--- config.mk ---
export PLATFORM = sky130hd
export DESIGN_NAME = dac_byte_loader
export DESIGN_NICKNAME = d
export VERILOG_FILES = /design/src/rtl/dac_loader_pkg.sv /design/src/rtl/dac_addr_decode.sv /design/src/rtl/dac_nibble_latch.sv /design/src/rtl/dac_input_reg.sv /design/src/rtl/dac_byte_loader.sv
export SDC_FILE = /design/constraint.sdc
export NUM_CORES = 1
export LEC_CHECK = 0
export ABC_AREA = 1
export BUFFER_PORTS_ARGS = -buffer_cell sky130_fd_sc_hd__buf_2
export CAP_MARGIN = 30
export CORE_MARGIN = 2
export CORE_UTILIZATION = 50
export DETAILED_ROUTE_END_ITERATION = 6
export GPL_TIMING_DRIVEN = 0
export PLACE_DENSITY = 0.8
export SYNTH_ARGS = -nofsm -noshare
export SYNTH_HDL_FRONTEND = slang
export SYNTH_SLANG_ARGS = --single-unit
--- constraint.sdc ---
create_clock -name clk_i -period 1.35 [get_ports clk_i]
set_input_delay 0.0675 -clock clk_i [delete_from_list [all_inputs] [get_ports clk_i]]
set_output_delay 0.0675 -clock clk_i [all_outputs]
set_load 0.05 [all_outputs]
--- src/rtl/dac_loader_pkg.sv ---
package dac_loader_pkg;

  typedef struct packed {
    logic blk;
    logic lo;
    logic nib;
  } dac_sel_t;

  function automatic logic [11:0] to_offset_bin(input logic [11:0] w, input bit en);
    to_offset_bin = en ? {~w[11], w[10:0]} : w;
  endfunction

endpackage

--- src/rtl/dac_addr_decode.sv ---
module dac_addr_decode
  import dac_loader_pkg::*;
#(
  parameter int              ADDR_W      = 16,
  parameter int              CODE_W      = 12,
  parameter logic [ADDR_W-1:0] NIB_ADDR  = 'h0100,
  parameter logic [ADDR_W-1:0] LO_ADDR   = 'h0101,
  parameter logic [ADDR_W-CODE_W-1:0] BLOCK_BASE = 'hC,
  parameter bit              ADDR_MAP_EN = 1'b1
) (
  input  logic              wr_en_i,
  input  logic [ADDR_W-1:0] addr_i,
  output dac_sel_t          sel_o
);
  localparam int BLK_W = ADDR_W - CODE_W;

  logic blk_hit;

  generate
    if (ADDR_MAP_EN) begin : g_window
      assign blk_hit = (addr_i[ADDR_W-1 -: BLK_W] == BLOCK_BASE);
    end else begin : g_no_window
      assign blk_hit = 1'b0;
    end
  endgenerate

  // priority: window > low byte > nibble
  always_comb begin
    sel_o     = '0;
    sel_o.blk = wr_en_i & blk_hit;
    sel_o.lo  = wr_en_i & ~blk_hit & (addr_i == LO_ADDR);
    sel_o.nib = wr_en_i & ~blk_hit & (addr_i != LO_ADDR) & (addr_i == NIB_ADDR);
  end

endmodule

--- src/rtl/dac_nibble_latch.sv ---
module dac_nibble_latch #(
  parameter int NIB_W = 4
) (
  input  logic             clk_i,
  input  logic             rst_ni,
  input  logic             load_i,
  input  logic [NIB_W-1:0] d_i,
  output logic [NIB_W-1:0] q_o
);
  always_ff @(posedge clk_i or negedge rst_ni) begin
    if (!rst_ni)     q_o <= '0;
    else if (load_i) q_o <= d_i;
  end
endmodule

--- src/rtl/dac_input_reg.sv ---
module dac_input_reg #(
  parameter int              CODE_W   = 12,
  parameter logic [CODE_W-1:0] RST_VAL = '0
) (
  input  logic              clk_i,
  input  logic              rst_ni,
  input  logic              cs_ni,
  input  logic              wr_ni,
  input  logic [CODE_W-1:0] d_i,
  output logic [CODE_W-1:0] q_o,
  output logic              upd_o
);
  logic load;
  assign load = ~cs_ni & ~wr_ni;

  always_ff @(posedge clk_i or negedge rst_ni) begin
    if (!rst_ni) begin
      q_o   <= RST_VAL;
      upd_o <= 1'b0;
    end else begin
      upd_o <= load;
      if (load) q_o <= d_i;
    end
  end
endmodule

--- src/rtl/dac_byte_loader.sv ---
module dac_byte_loader
  import dac_loader_pkg::*;
#(
  parameter int                ADDR_W      = 16,
  parameter int                DATA_W      = 8,
  parameter int                CODE_W      = 12,
  parameter logic [ADDR_W-1:0] NIB_ADDR    = 'h0100,
  parameter logic [ADDR_W-1:0] LO_ADDR     = 'h0101,
  parameter logic [ADDR_W-CODE_W-1:0] BLOCK_BASE = 'hC,
  parameter bit                TWOS_COMP   = 1'b0,
  parameter bit                ADDR_MAP_EN = 1'b1
) (
  input  logic              clk_i,
  input  logic              rst_ni,
  input  logic              wr_en_i,
  input  logic [ADDR_W-1:0] addr_i,
  input  logic [DATA_W-1:0] data_i,
  output logic [CODE_W-1:0] dac_code_o,
  output logic              update_o
);
  localparam int NIB_W = CODE_W - DATA_W;
  localparam logic [CODE_W-1:0] MSB_MASK = {1'b1, {(CODE_W-1){1'b0}}};
  localparam logic [CODE_W-1:0] RST_CODE = TWOS_COMP ? MSB_MASK : '0;

  dac_sel_t          sel;
  logic [NIB_W-1:0]  nib_q;
  logic [CODE_W-1:0] word_raw;
  logic [CODE_W-1:0] word_dac;
  logic              cs_n;
  logic              wr_n;

  dac_addr_decode #(
    .ADDR_W(ADDR_W), .CODE_W(CODE_W), .NIB_ADDR(NIB_ADDR), .LO_ADDR(LO_ADDR),
    .BLOCK_BASE(BLOCK_BASE), .ADDR_MAP_EN(ADDR_MAP_EN)
  ) u_decode (
    .wr_en_i(wr_en_i),
    .addr_i (addr_i),
    .sel_o  (sel)
  );

  dac_nibble_latch #(.NIB_W(NIB_W)) u_nibble (
    .clk_i (clk_i),
    .rst_ni(rst_ni),
    .load_i(sel.nib),
    .d_i   (data_i[NIB_W-1:0]),
    .q_o   (nib_q)
  );

  assign word_raw = sel.blk ? addr_i[CODE_W-1:0] : {nib_q, data_i};

  generate
    if (TWOS_COMP) begin : g_offset
      assign word_dac = word_raw ^ MSB_MASK;
    end else begin : g_straight
      assign word_dac = word_raw;
    end
  endgenerate

  // select/strobe only asserted in a qualified write cycle
  assign cs_n = ~(sel.lo | sel.blk);
  assign wr_n = ~wr_en_i;

  dac_input_reg #(.CODE_W(CODE_W), .RST_VAL(RST_CODE)) u_dac_reg (
    .clk_i (clk_i),
    .rst_ni(rst_ni),
    .cs_ni (cs_n),
    .wr_ni (wr_n),
    .d_i   (word_dac),
    .q_o   (dac_code_o),
    .upd_o (update_o)
  );

endmodule

==> reports/metrics.sh <==
REMAINING_MAX_SLEW_BUDGET_AT_THE_TIGHTEST_PIN_PCT=72.0
CRITPATHSLOWESTCELL='sky130_fd_sc_hd__dfrtp_1'
DRTITER0DRC=33
PATH_BUF_INV=1
FINALHOLDVIOLCOUNT=0
TIMING.RR.END='u_dac_reg.q_o[9]$_DFFE_PN0P_'
AREA_OVERHEAD_OF_THE_LAYOUT_RELATIVE_TO_SYNTHESIS_PCT=23.0
LAYOUT.CELLS.MOST_COMMON='sky130_fd_sc_hd__nand2_1'
SYN-CELL-AREA_MM2=0.00114
TRITONCTS_SINK_COUNT=17
VIAS=1075
INITIAL_UTILIZATION_PCT=52.1
SYNTH_SIMPLE_GATE_AREA_SHARE_PCT=53.8
DIE-AREA_MM2=0.00268
SYNTH.TOP_CELL.AREA_SHARE_PCT=37.2
SYNTHDISTINCTLIBCELLS=19
LATEST_CLOCK_ARRIVAL_WITHIN_THE_WORST_SKEW_PAIR_NS=0.29
POST_SYNTH_INST_COUNT=142
MULTIINPUTGATEAREA_UM2=614
SETUP.WORST_PATH.CLASS='flip-flop to output pin'
IO-PIN-COUNT=40
DOMINANT_COMBINATIONAL_CELL_FAMILY_BY_AREA_AFTER_SYNTHESIS='simple AND/OR/NAND/NOR gates'
HOLD_DEPTH=3
REG2REGPATHDEPTH=4
YOSYS.AREA_SHARE.XOR_XNOR_PCT=0
DIE_W_UM=51.8
SYNTHESIS.YOSYS.WARNINGS=0
WORSTREG2REGSTART='u_nibble.q_o[1]$_DFFE_PN0P_'
CP.REQUIRED_NS=1.28
NUMBER_OF_CTS_INSERTED_BUFFERS=3
PER_CELL_VIA_COUNT_IN_THE_ROUTED_DESIGN=5.05
MAPPEDNETLISTNETS=169
FINAL_GP_CONGESTION=0.834
WORST_SLEW_PIN_SLEW_NS=0.420
GLOBAL_ROUTE_WIRE_LENGTH_BEFORE_REPAIR_MM=4.30
DESIGN.FINAL.NETS=213
SYNTHESIS.AREA_PER_INSTANCE_UM2=8.04
FMAX_MHz=984
POST-ROUTE-CELL-AREA_MM2=0.00141
GRT_SETUP_UNREPAIRED='false'
POST_SYNTHESIS_MUX_AREA_SHARE_PCT=0
PLACE.PORT_BUFFERS=38
TIMING.HOLD.WORST_ENDPOINT='u_nibble.q_o[0]$_DFFE_PN0P_'
SLEW_VIOLATIONS=0
HP-START='data_i[0]'
SYNTH_COMPOUND_AREA_SHARE_PCT=0
TYPE_OF_ORIGIN_OF_THE_CRITICAL_PATH='flip-flop'
PIN_COUNT_OF_THE_BIGGEST_NET_ENTERING_GLOBAL_ROUTING=18
FINALSETUPVIOLATIONS=0
CPLARGESTDELAYFAMILY='flip-flops'
DETAILED_PLACE.AREA_MM2=0.00137
MAX_CAP_VIOL_COUNT=0
PLACE.DETAILED.HPWL_MM=2.02
YS_SEQ_AREA_SHARE_PCT=37.2
ARRIVAL_NS=0.95
DRT_WL_TOTAL_MM=2.59
WORST-R2R-SETUP-SLACK_NS=0.60
FP-ROW-COUNT=17
POWER.STATIC_LEAKAGE_nW=0.843
ANTENNA_LEFT=0
CLOCK_TREE.ROOT_CELL='sky130_fd_sc_hd__clkbuf_4'
CTS.REPAIR.RESIZED=0
ANTENNA_VIOLATIONS_BEFORE_REPAIR=0
VIAS_IN_THE_FIRST_GLOBAL_ROUTE=1048
SYNTH.FF_LATCH_COUNT=17
CRITICAL_PATH.MAX_STAGE_DELAY_NS=0.38
DRIVE_ABOVE_1_SHARE_PCT=38.4
MOST_FREQUENT_CELLS_IN_THE_LAYOUT='50 x sky130_fd_sc_hd__nand2_1, 39 x sky130_fd_sc_hd__buf_2, 30 x sky130_fd_sc_hd__nand3_1'
FP.DIEH_UM=51.8
ANTENNADIODECOUNT=0
WORSTHOLDPATHTYPE='input pin to flip-flop'
RUN_STATUS='finished clean'
PATH_CLK_SLEW_NS=0.10
CLK_PATH_BUF_DEPTH=2
FINCLKSKEW_NS=0.000218
TOTALNEGATIVESETUPSLACK_NS=0
SYNTHTOPCELLSBYAREA='sky130_fd_sc_hd__dfrtp_1 37%, sky130_fd_sc_hd__nand2_1 16%, sky130_fd_sc_hd__nand3_1 13%'
SYNTH_FA_HA_AREA_SHARE_PCT=0
WIRELENGTH_PER_CELL_UM=12.1
SHARE_OF_THE_CLOCK_PERIOD_USED_BY_THE_WORST_PATH_AFTER_LAYOUT_PCT=75.3
DRTPASS1ITERATIONS=4
GRT_OVERFLOW_TOTAL=0
CP-END-KIND='output pin'
DRC=0
P_PER_AREA_mW_PER_MM2=935
CORE-AREA_MM2=0.00219
CTS_TREE='yes'
CTS.HTREE.LEVELS=1
FF_LATCH_AREA_UM2=425
WORST-PATH-MAX-FANOUT=2
CRIT_PATH_CELL_TRACE='buf_2'
FINALWORSTPATHREQUIREDPERIOD_NS=1.02
PEAK_VDD_IR_uV=592
SYNTH_LARGEST_AREA_CELL='sky130_fd_sc_hd__dfrtp_1'
GRT_USAGE_PCT=21.9
NFILLCELLS=200
power breakdown:
part | total [W] | leakage (nW) | internal [W] | switching (W)
Sequential | 0.000593 | 0.227 | 0.000561 | 0.0000317
Clock | 0.000274 | 0.0177 | 0.000110 | 0.000164
Combinational | 0.000447 | 0.598 | 0.000128 | 0.000319
state kept, by name, summed over array words and instances, names as in the netlist:
signal           count
u_dac_reg.q_o       12
u_nibble.q_o         4
u_dac_reg.upd_o      1
area by class of cell:
class | instances | share of cell area [%]
Timing Repair Buffer | 39 | 14.2
Multi-Input combinational cell | 111 | 43.7
Buffer | 8 | 5.70
Clock buffer | 3 | 1.60
Clock inverter | 1 | 0.356
Inverter | 6 | 1.60
Sequential cell | 17 | 30.3
Tap cell | 28 | 2.49
per-stage QoR:
stage	hold slack (ns)	power, W	setup slack [ns]	util (%)	std cells
6_report	0.0178	0.00131	0.334	64.1	213
5_1_grt	0.0198	0.00139	0.283	64.1	213
4_1_cts	0.0221	0.00132	0.331	64.1	213
3_5_place_dp	0.00656	0.00105	0.208	62.4	208
3_3_place_gp	0.00522	0.00104	0.218	62.4	208
2_1_floorplan	-0.228	0.000912	0.402	-	142
cell usage after synthesis, drive strengths merged:
cell type and instances:
inv 6, nand3 42, nand3b 1, buf 6
dfrtp 17, nand2 54, nor2 14, clkbuf 2
cell families after synthesis:
group	count (synthesis)
AND/OR/NAND/NOR	111
buffers and inverters	14
flip-flops	17
routing by layer:
layer	vias to the layer above	routed length (µm)	share of wire [%]	track usage [%]
met3	4	174	6.7	5.17
met1	485	1100	42	24.7
met5	-	0	0	0
li1	548	-	-	-
met4	0	25	0.97	10.5
met2	38	1290	50	38.5
how the worst max path moves through the flow:
stage               slack [ns]                            end  cells past startpoint                         start
detailed placement        0.21   u_dac_reg.q_o[5]$_DFFE_PN0P_                      8                    addr_i[10]
floorplan                 0.40   u_dac_reg.q_o[0]$_DFFE_PN0P_                      7                    addr_i[10]
global route              0.28                  dac_code_o[5]                      1  u_dac_reg.q_o[5]$_DFFE_PN0P_
CTS                       0.33                  dac_code_o[0]                      1  u_dac_reg.q_o[0]$_DFFE_PN0P_
finish                    0.33                  dac_code_o[0]                      1  u_dac_reg.q_o[0]$_DFFE_PN0P_
global placement          0.22  u_dac_reg.q_o[10]$_DFFE_PN0P_                      8                    addr_i[10]
timing repair:
action | in CTS | in global routing
endpoints found under the setup margin | 0 | 0
hold endpoints to repair | 17 | 0
hold buffers | 1 | 0
setup buffers | 0 | 0
No activity file was read; power rests on OpenSTA's default activity.
